[src/rtl/shint_pkg.sv]
package shint_pkg;
   typedef enum logic [3:0] {
      RGN_GLOBAL = 4'h0,
      RGN_PEND   = 4'h1,
      RGN_MASK   = 4'h2,
      RGN_CTL    = 4'h4
   } region_e;

   localparam logic [7:0] OFS_CFG   = 8'h00;
   localparam logic [7:0] OFS_MSET  = 8'h01;
   localparam logic [7:0] OFS_MCLR  = 8'h02;
   localparam logic [7:0] OFS_WEDGE = 8'h03;

   localparam int CTL_POL_BIT   = 0;
   localparam int CTL_EDGE_BIT  = 1;
   localparam int CTL_DUAL_BIT  = 2;
   localparam int CTL_PIN_LSB   = 8;
   localparam int CTL_PIN_MAXW  = 7;
   localparam int CTL_MAPEN_BIT = 15;
   localparam int CTL_VP_LSB    = 16;
   localparam int CTL_VP_MAXW   = 16;
   localparam int WEDGE_SET_BIT = 31;
endpackage

[src/rtl/shint_sense.sv]
module shint_sense #(
   parameter int SYNC_STAGES = 2
) (
   input  logic clk,
   input  logic rst_n,
   input  logic irq_raw,
   input  logic pol_low,
   input  logic edge_mode,
   input  logic dual_edge,
   input  logic sw_set,
   input  logic sw_clr,
   output logic pend
);
   logic [SYNC_STAGES-1:0] sync_q;
   logic prev_q, latch_q;
   logic now_lvl, rise, fall, hit;

   always_ff @(posedge clk) begin
      if (!rst_n) begin
         sync_q <= '0;
         prev_q <= 1'b0;
      end else begin
         sync_q <= {sync_q[SYNC_STAGES-2:0], irq_raw};
         prev_q <= sync_q[SYNC_STAGES-1];
      end
   end

   assign now_lvl = sync_q[SYNC_STAGES-1];
   assign rise    = now_lvl & ~prev_q;
   assign fall    = ~now_lvl & prev_q;
   assign hit     = dual_edge ? (rise | fall) : (pol_low ? fall : rise);

   // set beats clear so that an edge landing on an acknowledge is kept
   always_ff @(posedge clk) begin
      if (!rst_n)              latch_q <= 1'b0;
      else if (!edge_mode)     latch_q <= 1'b0;
      else if (hit || sw_set)  latch_q <= 1'b1;
      else if (sw_clr)         latch_q <= 1'b0;
   end

   assign pend = edge_mode ? latch_q : (now_lvl ^ pol_low);
endmodule

[src/rtl/shint_route.sv]
module shint_route #(
   parameter int NINT     = 32,
   parameter int NUM_VP   = 2,
   parameter int NUM_PINS = 4,
   parameter int PIN_W    = 2
) (
   input  logic [NINT-1:0]              live,
   input  logic [NINT-1:0]              map_en,
   input  logic [NINT-1:0][PIN_W-1:0]   pin,
   input  logic [NINT-1:0][NUM_VP-1:0]  vp,
   output logic [NUM_VP*NINT-1:0]       vp_vec,
   output logic [NUM_VP*NUM_PINS-1:0]   lines
);
   for (genvar v = 0; v < NUM_VP; v++) begin : g_vp
      for (genvar i = 0; i < NINT; i++) begin : g_src
         assign vp_vec[v*NINT+i] = live[i] & vp[i][v];
      end
      for (genvar p = 0; p < NUM_PINS; p++) begin : g_pin
         logic any;
         always_comb begin
            any = 1'b0;
            for (int i = 0; i < NINT; i++)
               any = any | (live[i] & vp[i][v] & map_en[i] & (pin[i] == PIN_W'(p)));
         end
         assign lines[v*NUM_PINS+p] = any;
      end
   end
endmodule

[src/rtl/shint_ctrl.sv]
module shint_ctrl
   import shint_pkg::*;
#(
   parameter int GROUPS      = 4,
   parameter int NUM_VP      = 2,
   parameter int NUM_PINS    = 4,
   parameter int ADDR_W      = 12,
   parameter int SYNC_STAGES = 2,
   parameter bit OUT_REG     = 1'b1
) (
   input  logic                                   clk,
   input  logic                                   rst_n,
   input  logic [GROUPS*8-1:0]                    irq_in,
   input  logic                                   reg_we,
   input  logic [ADDR_W-1:0]                      reg_addr,
   input  logic [31:0]                            reg_wdata,
   output logic [31:0]                            reg_rdata,
   output logic [NUM_VP*GROUPS*8-1:0]             vp_pend,
   output logic [NUM_VP*NUM_PINS-1:0]             vp_irq
);
   localparam int NINT  = GROUPS * 8;
   localparam int IDX_W = (NINT > 1) ? $clog2(NINT) : 1;
   localparam int PIN_W = (NUM_PINS > 1) ? $clog2(NUM_PINS) : 1;
   localparam int WORDS = (NINT + 31) / 32;

   if (GROUPS < 1 || GROUPS > 32) begin : g_bad_groups
      $error("GROUPS must lie in 1..32");
   end
   if (NUM_VP < 1 || NUM_VP > CTL_VP_MAXW) begin : g_bad_vp
      $error("NUM_VP must lie in 1..16");
   end
   if (NUM_PINS < 2 || PIN_W > CTL_PIN_MAXW) begin : g_bad_pins
      $error("NUM_PINS must lie in 2..128");
   end
   if (ADDR_W < 12) begin : g_bad_addr
      $error("ADDR_W must be at least 12");
   end
   if (SYNC_STAGES < 2) begin : g_bad_sync
      $error("SYNC_STAGES must be at least 2");
   end

   // ---------------- address decode ----------------
   logic [3:0] region;
   logic       hi_ok;
   assign region = reg_addr[11:8];
   if (ADDR_W > 12) begin : g_hi
      assign hi_ok = (reg_addr[ADDR_W-1:12] == '0);
   end else begin : g_nohi
      assign hi_ok = 1'b1;
   end

   logic [IDX_W-1:0] w_idx, c_idx;
   logic             w_idx_ok, c_idx_ok;
   logic             wr_glob, wr_set, wr_clr, wr_wedge, wr_ctl;
   assign w_idx    = reg_wdata[IDX_W-1:0];
   assign w_idx_ok = (int'(reg_wdata[7:0]) < NINT);
   assign c_idx    = reg_addr[IDX_W-1:0];
   assign c_idx_ok = (int'(reg_addr[7:0]) < NINT);
   assign wr_glob  = reg_we && hi_ok && (region == RGN_GLOBAL);
   assign wr_set   = wr_glob && (reg_addr[7:0] == OFS_MSET)  && w_idx_ok;
   assign wr_clr   = wr_glob && (reg_addr[7:0] == OFS_MCLR)  && w_idx_ok;
   assign wr_wedge = wr_glob && (reg_addr[7:0] == OFS_WEDGE) && w_idx_ok;
   assign wr_ctl   = reg_we && hi_ok && (region == RGN_CTL) && c_idx_ok;

   // ---------------- per-interrupt state ----------------
   logic [NINT-1:0]             mask_q, pol_q, edge_q, dual_q, map_q, pend_w;
   logic [NINT-1:0][PIN_W-1:0]  pin_q;
   logic [NINT-1:0][NUM_VP-1:0] vp_q;

   for (genvar i = 0; i < NINT; i++) begin : g_int
      logic hit_w, hit_c;
      assign hit_w = (w_idx == IDX_W'(i));
      assign hit_c = (c_idx == IDX_W'(i));

      always_ff @(posedge clk) begin
         if (!rst_n)                mask_q[i] <= 1'b0;
         else if (wr_set && hit_w)  mask_q[i] <= 1'b1;
         else if (wr_clr && hit_w)  mask_q[i] <= 1'b0;
      end

      always_ff @(posedge clk) begin
         if (!rst_n) begin
            pol_q[i]  <= 1'b0;
            edge_q[i] <= 1'b0;
            dual_q[i] <= 1'b0;
            map_q[i]  <= 1'b0;
            pin_q[i]  <= '0;
            vp_q[i]   <= '0;
         end else if (wr_ctl && hit_c) begin
            pol_q[i]  <= reg_wdata[CTL_POL_BIT];
            edge_q[i] <= reg_wdata[CTL_EDGE_BIT];
            dual_q[i] <= reg_wdata[CTL_DUAL_BIT];
            map_q[i]  <= reg_wdata[CTL_MAPEN_BIT];
            pin_q[i]  <= reg_wdata[CTL_PIN_LSB +: PIN_W];
            vp_q[i]   <= reg_wdata[CTL_VP_LSB +: NUM_VP];
         end
      end

      shint_sense #(.SYNC_STAGES(SYNC_STAGES)) u_sense (
         .clk       (clk),
         .rst_n     (rst_n),
         .irq_raw   (irq_in[i]),
         .pol_low   (pol_q[i]),
         .edge_mode (edge_q[i]),
         .dual_edge (dual_q[i]),
         .sw_set    (wr_wedge && hit_w &&  reg_wdata[WEDGE_SET_BIT]),
         .sw_clr    (wr_wedge && hit_w && !reg_wdata[WEDGE_SET_BIT]),
         .pend      (pend_w[i])
      );
   end

   // ---------------- routing ----------------
   logic [NUM_VP*NINT-1:0]     vec_c;
   logic [NUM_VP*NUM_PINS-1:0] line_c;

   shint_route #(
      .NINT(NINT), .NUM_VP(NUM_VP), .NUM_PINS(NUM_PINS), .PIN_W(PIN_W)
   ) u_route (
      .live   (pend_w & mask_q),
      .map_en (map_q),
      .pin    (pin_q),
      .vp     (vp_q),
      .vp_vec (vec_c),
      .lines  (line_c)
   );

   if (OUT_REG) begin : g_oreg
      always_ff @(posedge clk) begin
         if (!rst_n) begin
            vp_pend <= '0;
            vp_irq  <= '0;
         end else begin
            vp_pend <= vec_c;
            vp_irq  <= line_c;
         end
      end
   end else begin : g_ocomb
      assign vp_pend = vec_c;
      assign vp_irq  = line_c;
   end

   // ---------------- read mux ----------------
   logic [WORDS*32-1:0] pend_pad, mask_pad;
   always_comb begin
      pend_pad = '0;
      mask_pad = '0;
      pend_pad[NINT-1:0] = pend_w;
      mask_pad[NINT-1:0] = mask_q;
   end

   always_comb begin
      reg_rdata = '0;
      if (hi_ok) begin
         unique case (region)
            RGN_GLOBAL: if (reg_addr[7:0] == OFS_CFG) reg_rdata[7:0] = 8'(GROUPS - 1);
            RGN_PEND:
               for (int w = 0; w < WORDS; w++)
                  if (reg_addr[7:0] == 8'(w)) reg_rdata = pend_pad[w*32 +: 32];
            RGN_MASK:
               for (int w = 0; w < WORDS; w++)
                  if (reg_addr[7:0] == 8'(w)) reg_rdata = mask_pad[w*32 +: 32];
            RGN_CTL:
               if (c_idx_ok) begin
                  reg_rdata[CTL_POL_BIT]              = pol_q[c_idx];
                  reg_rdata[CTL_EDGE_BIT]             = edge_q[c_idx];
                  reg_rdata[CTL_DUAL_BIT]             = dual_q[c_idx];
                  reg_rdata[CTL_MAPEN_BIT]            = map_q[c_idx];
                  reg_rdata[CTL_PIN_LSB +: PIN_W]     = pin_q[c_idx];
                  reg_rdata[CTL_VP_LSB +: NUM_VP]     = vp_q[c_idx];
               end
            default: reg_rdata = '0;
         endcase
      end
   end
endmodule

[config.mk]
export PLATFORM = sky130hd
export DESIGN_NAME = shint_ctrl
export DESIGN_NICKNAME = d
export VERILOG_FILES = /design/src/rtl/shint_pkg.sv /design/src/rtl/shint_sense.sv /design/src/rtl/shint_route.sv /design/src/rtl/shint_ctrl.sv
export SDC_FILE = /design/constraint.sdc
export NUM_CORES = 1
export LEC_CHECK = 0
export BUFFER_PORTS_ARGS = -buffer_cell sky130_fd_sc_hd__buf_2
export CAP_MARGIN = 20
export CORE_ASPECT_RATIO = 0.6
export CORE_MARGIN = 10
export CORE_UTILIZATION = 30
export DETAILED_ROUTE_END_ITERATION = 7
export SYNTH_ARGS = -nofsm -noshare
export SYNTH_HDL_FRONTEND = slang
export SYNTH_HIERARCHICAL = 1
export SYNTH_SLANG_ARGS = --single-unit
[constraint.sdc]
create_clock -name clk -period 3 [get_ports clk]
set_input_delay 0.15 -clock clk [delete_from_list [all_inputs] [get_ports clk]]
set_output_delay 0.15 -clock clk [all_outputs]
set_load 0.01 [all_outputs]
======== Word-level counts from Yosys, hierarchy flattened ========
Cells that the tools add are included.
cells by class
  order comparisons ....................... 3
  eq/ne operators ......................... 164
  bitwise operators ....................... 825
  reduce and logical (&&, ||, !) cells .... 366
  multiplexer cells ....................... 248
operators by type and width
  kind                                                        count
  AND 1 bit                                                   448
  bitwise OR 1 bit                                            280
  two-way mux 1 bit                                           228
  logical AND 1 bit                                           201
  equality test 5 bit, second input constant                  32
  equality test 2 bit, second input constant                  64
  nonzero test 2 bit                                          64
  equality test 5 x 4 -> 1 bit, second input constant         16
  equality test 2 x 1 -> 1 bit, second input constant         32
  zero test 2 bit                                             32
  two-way mux 32 bit                                          2
  inverter 1 bit                                              64
  AND reduction 2 bit                                         32
  equality test 5 x 3 -> 1 bit, second input constant         8
  AND 32 bit                                                  1
  logical OR 1 bit                                            32
  bitwise XOR 1 bit                                           32
  one-hot mux 14 bit (2 select lines)                         1
  binary-select mux 1 bit (select 5 bit)                      4
  binary-select mux 2 bit (select 5 bit)                      2
  equality test 5 x 2 -> 1 bit, second input constant         4
  equality test 8 x 2 -> 1 bit, second input constant         2
  less-than comparator 8 x 6 -> 1 bit, second input constant  2
  one-hot mux 5 bit (3 select lines)                          1
  other kinds (16)                                            22
storage, ports and cells
  input port bits ......................... 79
  flip-flop bits (word level) ............. 488

======== Longest topological paths before layout ========
  depth in word-level cells ............... 37
  gate-level depth with buffers ........... 12
  mapped depth without buffers ............ 11

======== Modules after synthesis ========
The synthesis kept the hierarchy.
modules (own cells, without submodules)
  module       sequential area each (um^2)  area an instance (um^2)  instances  cells an instance
  shint_ctrl   7206.9                       16525.8                  1          1786
  shint_sense  80.1                         186.4                    32         20
  shint_route  0.0                          2653.8                   1          451

======== Least setup slack after synthesis ========
No wires, ideal clock.
  path kind ............................... input port to flip-flop
  from .................................... in reg_addr[7]
  to ...................................... reg g_int[20].u_sense.latch_q
  cell stages on the path ................. 9
  data arrival time ....................... 2124 ps
  slack ................................... 755 ps
  data required time ...................... 2878 ps
  path through ............................ or3_1 buf_6 or3_4 nor3_1 nand3b_1 clkbuf_1 nor2_1 o22ai_1 o311a_1
between the ends
  longest elaborated chain between the ends .. 7
  elaborated cells between the ends (all ways) .. 9
  those cells by class .................... eq/ne (1); mux (1); reduce/logical (7)
ends and longest elaborated chain
  what                                                     RTL line                              source
  start, declared                                          shint_ctrl.sv:15                      input logic [ADDR_W-1:0] reg_addr,
  equality test 8 x 2 -> 1 bit (*)                         shint_ctrl.sv:62                      assign wr_wedge = wr_glob && (reg_addr[7:0] == OFS_WEDGE) && w_idx_ok;
  logical AND 1 bit (*) (2 in a row)                       shint_ctrl.sv:62
  logical AND 1 bit (*)                                    shint_ctrl.sv:106, shint_ctrl.sv:107
  logical AND 1 bit                                        shint_ctrl.sv:106                     .sw_set (wr_wedge && hit_w && reg_wdata[WEDGE_SET_BIT]),
  logical OR 1 bit                                         shint_sense.sv:37                     else if (hit || sw_set) latch_q <= 1'b1;
  two-way mux 1 bit or nonzero test 2 bit (tied branches)  n/a
  end signal, assigned                                     shint_sense.sv:36                     else if (!edge_mode) latch_q <= 1'b0;
  end signal, assigned                                     shint_sense.sv:37
  end signal, assigned                                     shint_sense.sv:38                     else if (sw_clr) latch_q <= 1'b0;
  end, declared                                            shint_sense.sv:15                     logic prev_q, latch_q;
Mark *: on every way between the ends. The rest lies on a longest branch, timed or not.
A chain may end at the register's enable or synchronous reset.

======== Final worst setup path ========
  from .................................... in reg_addr[0]
  to ...................................... out reg_rdata[16]
between the ends
  longest elaborated chain between the ends .. 4
  elaborated cells between the ends (all ways) .. 8
  those cells by class .................... order compare (1); mux (6); reduce/logical (1)
ends and longest elaborated chain
  what                                     RTL line           source
  binary-select mux 2 bit (select 5 bit)   shint_ctrl.sv:169  reg_rdata[CTL_VP_LSB +: NUM_VP] = vp_q[c_idx];
  two-way mux 2 bit (implied by the code)  shint_ctrl.sv:169
  two-way mux 3 bit                        shint_ctrl.sv:163  if (c_idx_ok) begin
  one-hot mux 3 bit (3 select lines) (*)   shint_ctrl.sv:154  unique case (region)
  end, declared                            shint_ctrl.sv:17   output logic [31:0] reg_rdata,
Mark *: on every way between the ends. The rest lies on a longest branch, timed or not. The select of a mux whose other input is x is not followed.

==> metrics.md <==
| Metric | Value |
|---|---|
| Synth area leaders | dfxtp_1 (39%), and2_1 (6.6%), mux2i_1 (6.5%) |
| Multi-input logic area | 14000 µm² |
| Total GRT Usage | 0.218 |
| Initial Util | 0.302 |
| I/O pins | 183 |
| Max Clk Rate | 0.324 GHz |
| Cell Pwr Density | 456 nW/µm² |
| Mean Syn Cell Area | 8.74 µm² |
| Buf/Inv on CP | 3 |
| RR Startpoint | g_int[30].u_sense/sync_q[1]$_SDFF_PN0_ |
| 1st-pass router iterations | 5 |
| RSZ-0062 raised after global routing | no |
| Cell family with most CP delay | compound AO/OA/AOI/OAI gates |
| Busiest grt layer | met1 |
| Setup ws final | -0.0821 ns |
| Top cell type's share of synthesized area | 0.389 |
| CP Launch Type | input port |
| Post-Synthesis Cells | 2877 |
| Clock latency on the worst-skew pair | 0.63 ns |
| P&R area growth vs syn | 20.6% |
| CTS tree | built |
| Root buf cell | clkbuf_16 |
| Most frequent cells after synthesis | dfxtp_1 (488), nand2_1 (324), and2_1 (265) |
| Slew Viols, Final | 0 |
| Failing checks | negative setup slack |
| Die area | 96200 µm² |
| # Post-CTS Setup Buffers | 0 |
| CTS HTree Levels | 2 |
| Slew of the pin with the lowest slew margin | 1.01 ns |
| Die X | 394 µm |
| CP startpoint | reg_addr[0] |
| Crit Path Category | input port to output pin |
| Congestion Overflow GR | 0 |
| Crit path cell chain | buf_4 -> buf_12 -> nor3_1 -> a221oi_1 -> a31o_2 -> o22ai_1 -> buf_2 |
| Top-count cell post-synth | dfxtp_1 |
| FF/Latch Area | 9770 µm² |
| Rows | 82 |
| Core ar. | 83300 µm² |
| Max VDD drop | 0.398 mV |
| CTS buffer count | 49 |
| CTS Buffer Depth | 3 |
| Asr flop ratio synth | 0 |
| Fin. Hold Viols | 0 |
| Vias in the first global route | 21000 |
| CP arrival | 2.93 ns |
| Clk slew on worst S/H paths | 0.06 ns |
| Sequential area share after synthesis | 0.389 |
| Mapped Area | 25100 µm² |
| Initial antenna violation count | 7 |
| Final setup fails | 1 |
| Final period utilization | 1.03 |
| Mapped Nets | 3020 |
| Status | finished with violations |
| Area leader, netlist | dfxtp_1 |
| Met1 usage | 0.343 |
| Met2 usage | 0.268 |
| Dpl hpwl | 85.6 mm |
| Number of enable flip-flop cells after synthesis | 0 |
| Slowest CP cell | o22ai_1 |
| Post-synthesis register bit count | 488 |
| Global Route met3 Usage | 0.0908 |
| Total wire length | 111 mm |
| Worst hold start | reg_wdata[4] |
| Crit Path Max Fanout | 18 |
| Clock skew | 0.0334 ns |
| Avg WL per Cell | 25.6 µm |
| Share of layout cells above drive strength 1 | 0.168 |
| Dpl ws | 0.152 ns |
| Maxcap violations | 0 |
| First-pass GRT wire length | 156 mm |
| Pin count of the biggest net entering global routing | 117 |
| Clk sinks | 488 |
| Most used flip-flop cell after synthesis | dfxtp_1 |
| Crit path required time | 2.85 ns |
| Vias/cell | 5.35 |
| Fin nets | 3303 |
| Ys Warns | 6 |
| Die H | 244 µm |
| Non-filler cells, final | 4332 |
| Crit-path max cell delay | 0.75 ns |
| Worst slew margin | 0.330 |
| Synth unique cells | 60 |
| Leak | 11.7 nW |
| PortBufs | 164 |
| DRC | 0 |
| CP Capture Type | output pin |
| Hold crit path type | input port to register |
| Fillers | 8629 |
| Min cycle time layout | 3.08 ns |
| ANT nets after route | 0 |
| Placed cell count | 4202 |
| Via Count | 23200 |
| Initial DRC Count | 3048 |
| Placer Congestion | 1.01 |
-- layer usage --
layer	part of all wire	up-vias
met5	0.00029	-
met4	0.014	6
met3	0.14	105
met2	0.35	1275
met1	0.49	11200
li1	-	10600
-- power breakdown --
group / leakage, nW / switching (mW) / internal [mW]
logic: 6.97 / 0.489 / 0.303
clock network: 0.813 / 2.83 / 3.65
registers: 3.95 / 0.0332 / 6.53
total: 11.7 / 3.36 / 10.5
-- registers in the layout, indices dropped and copies added (netlist names) --
name / count
vp_irq: 8
g_int.u_sense/latch_q: 32
pol_q: 32
vp_pend: 64
vp_q: 64
edge_q: 32
dual_q: 32
pin_q: 64
map_q: 32
mask_pad: 32
g_int.u_sense/prev_q: 32
g_int.u_sense/sync_q: 64
-- path summary, 6_finish.rpt --
check	to	slack, ns	depth (start not counted)
worst max register to register	vp_irq[3]$_SDFF_PN0_	0.07	10
worst max-delay path	reg_rdata[16]	-0.08	7
worst min-delay path	mask_pad[18]$_SDFFE_PN0P_	0.12	5
worst min register to register	g_int[2].u_sense/sync_q[1]$_SDFF_PN0_	0.43	1
-- timing repair --
| item | in CTS | in global routing |
|---|---|---|
| endpoints found under the setup margin | 0 | 2 |
| hold endpoints to repair | 87 | 0 |
| gates resized for setup | 0 | 2 |
| hold buffers | 41 | 0 |
-- cell usage in the layout (no fill, tap or decap), types with 11 or more instances in the layout --
master / instances
dfxtp_1: 488
nand2_1: 324
and2_1: 265
buf_4: 187
inv_1: 178
nand3_1: 166
mux2i_1: 164
buf_2: 161
a21boi_0: 144
nor2_1: 141
nor2b_1: 119
o22ai_1: 114
nor3_1: 70
ha_1: 64
nand2b_1: 52
clkbuf_16: 49
mux4_2: 48
dlygate4sd3_1: 41
o21ai_0: 34
a31oi_1: 32
o21a_1: 32
o311a_1: 32
xnor2_1: 32
nor4_1: 30
a22o_1: 29
o32ai_1: 19
mux2_2: 18
clkbuf_8: 15
a22oi_1: 11
-- worst min-delay path, cell delays in order --
cell     delay (ns)
buf_2          0.14
nand2_1        0.07
nor2_1         0.06
a31oi_1        0.16
o21a_1         0.13
-- kinds of logic (layout without fill, tap and decap cells) --
family / count (synthesis) / count (layout) / share of synthesized area
other: 0 / 4 / 0
buffers and inverters: 344 / 661 / 0.0556
and+or+nand+nor: 1235 / 1235 / 0.256
AOI/OAI and AO/OA: 484 / 484 / 0.141
xor gates and xnor gates: 32 / 32 / 0.0111
adders and majority gates: 64 / 64 / 0.0318
DFF: 488 / 488 / 0.389
muxes: 230 / 230 / 0.116
-- metrics by stage --
| step | cell area [µm²] | hold WS, ns | TNS [ns] | power (mW) | utilization |
|---|---|---|---|---|---|
| 2_1_floorplan | 25100 | 0.272 | 0 | 7.12 | - |
| 3_3_place_gp | 28300 | 0.358 | 0 | 7.43 | 0.339 |
| 3_5_place_dp | 28300 | 0.359 | 0 | 7.44 | 0.339 |
| 4_1_cts | 30300 | 0.0905 | 0 | 14.0 | 0.364 |
| 5_1_grt | 30300 | 0.159 | 0 | 14.3 | 0.364 |
| 6_report | 30300 | 0.121 | -0.0821 | 13.8 | 0.364 |
-- area by class of cell --
class	instances	share of cell area
Clock inverter	12	0.00582
Tap cell	1134	0.0468
Antenna cell	4	0.000330
Timing Repair Buffer	398	0.0922
Clock buffer	73	0.0484
Inverter	178	0.0220
Multi-Input combinational cell	2045	0.462
Sequential cell	488	0.322
(Power assumes the default switching activity.)
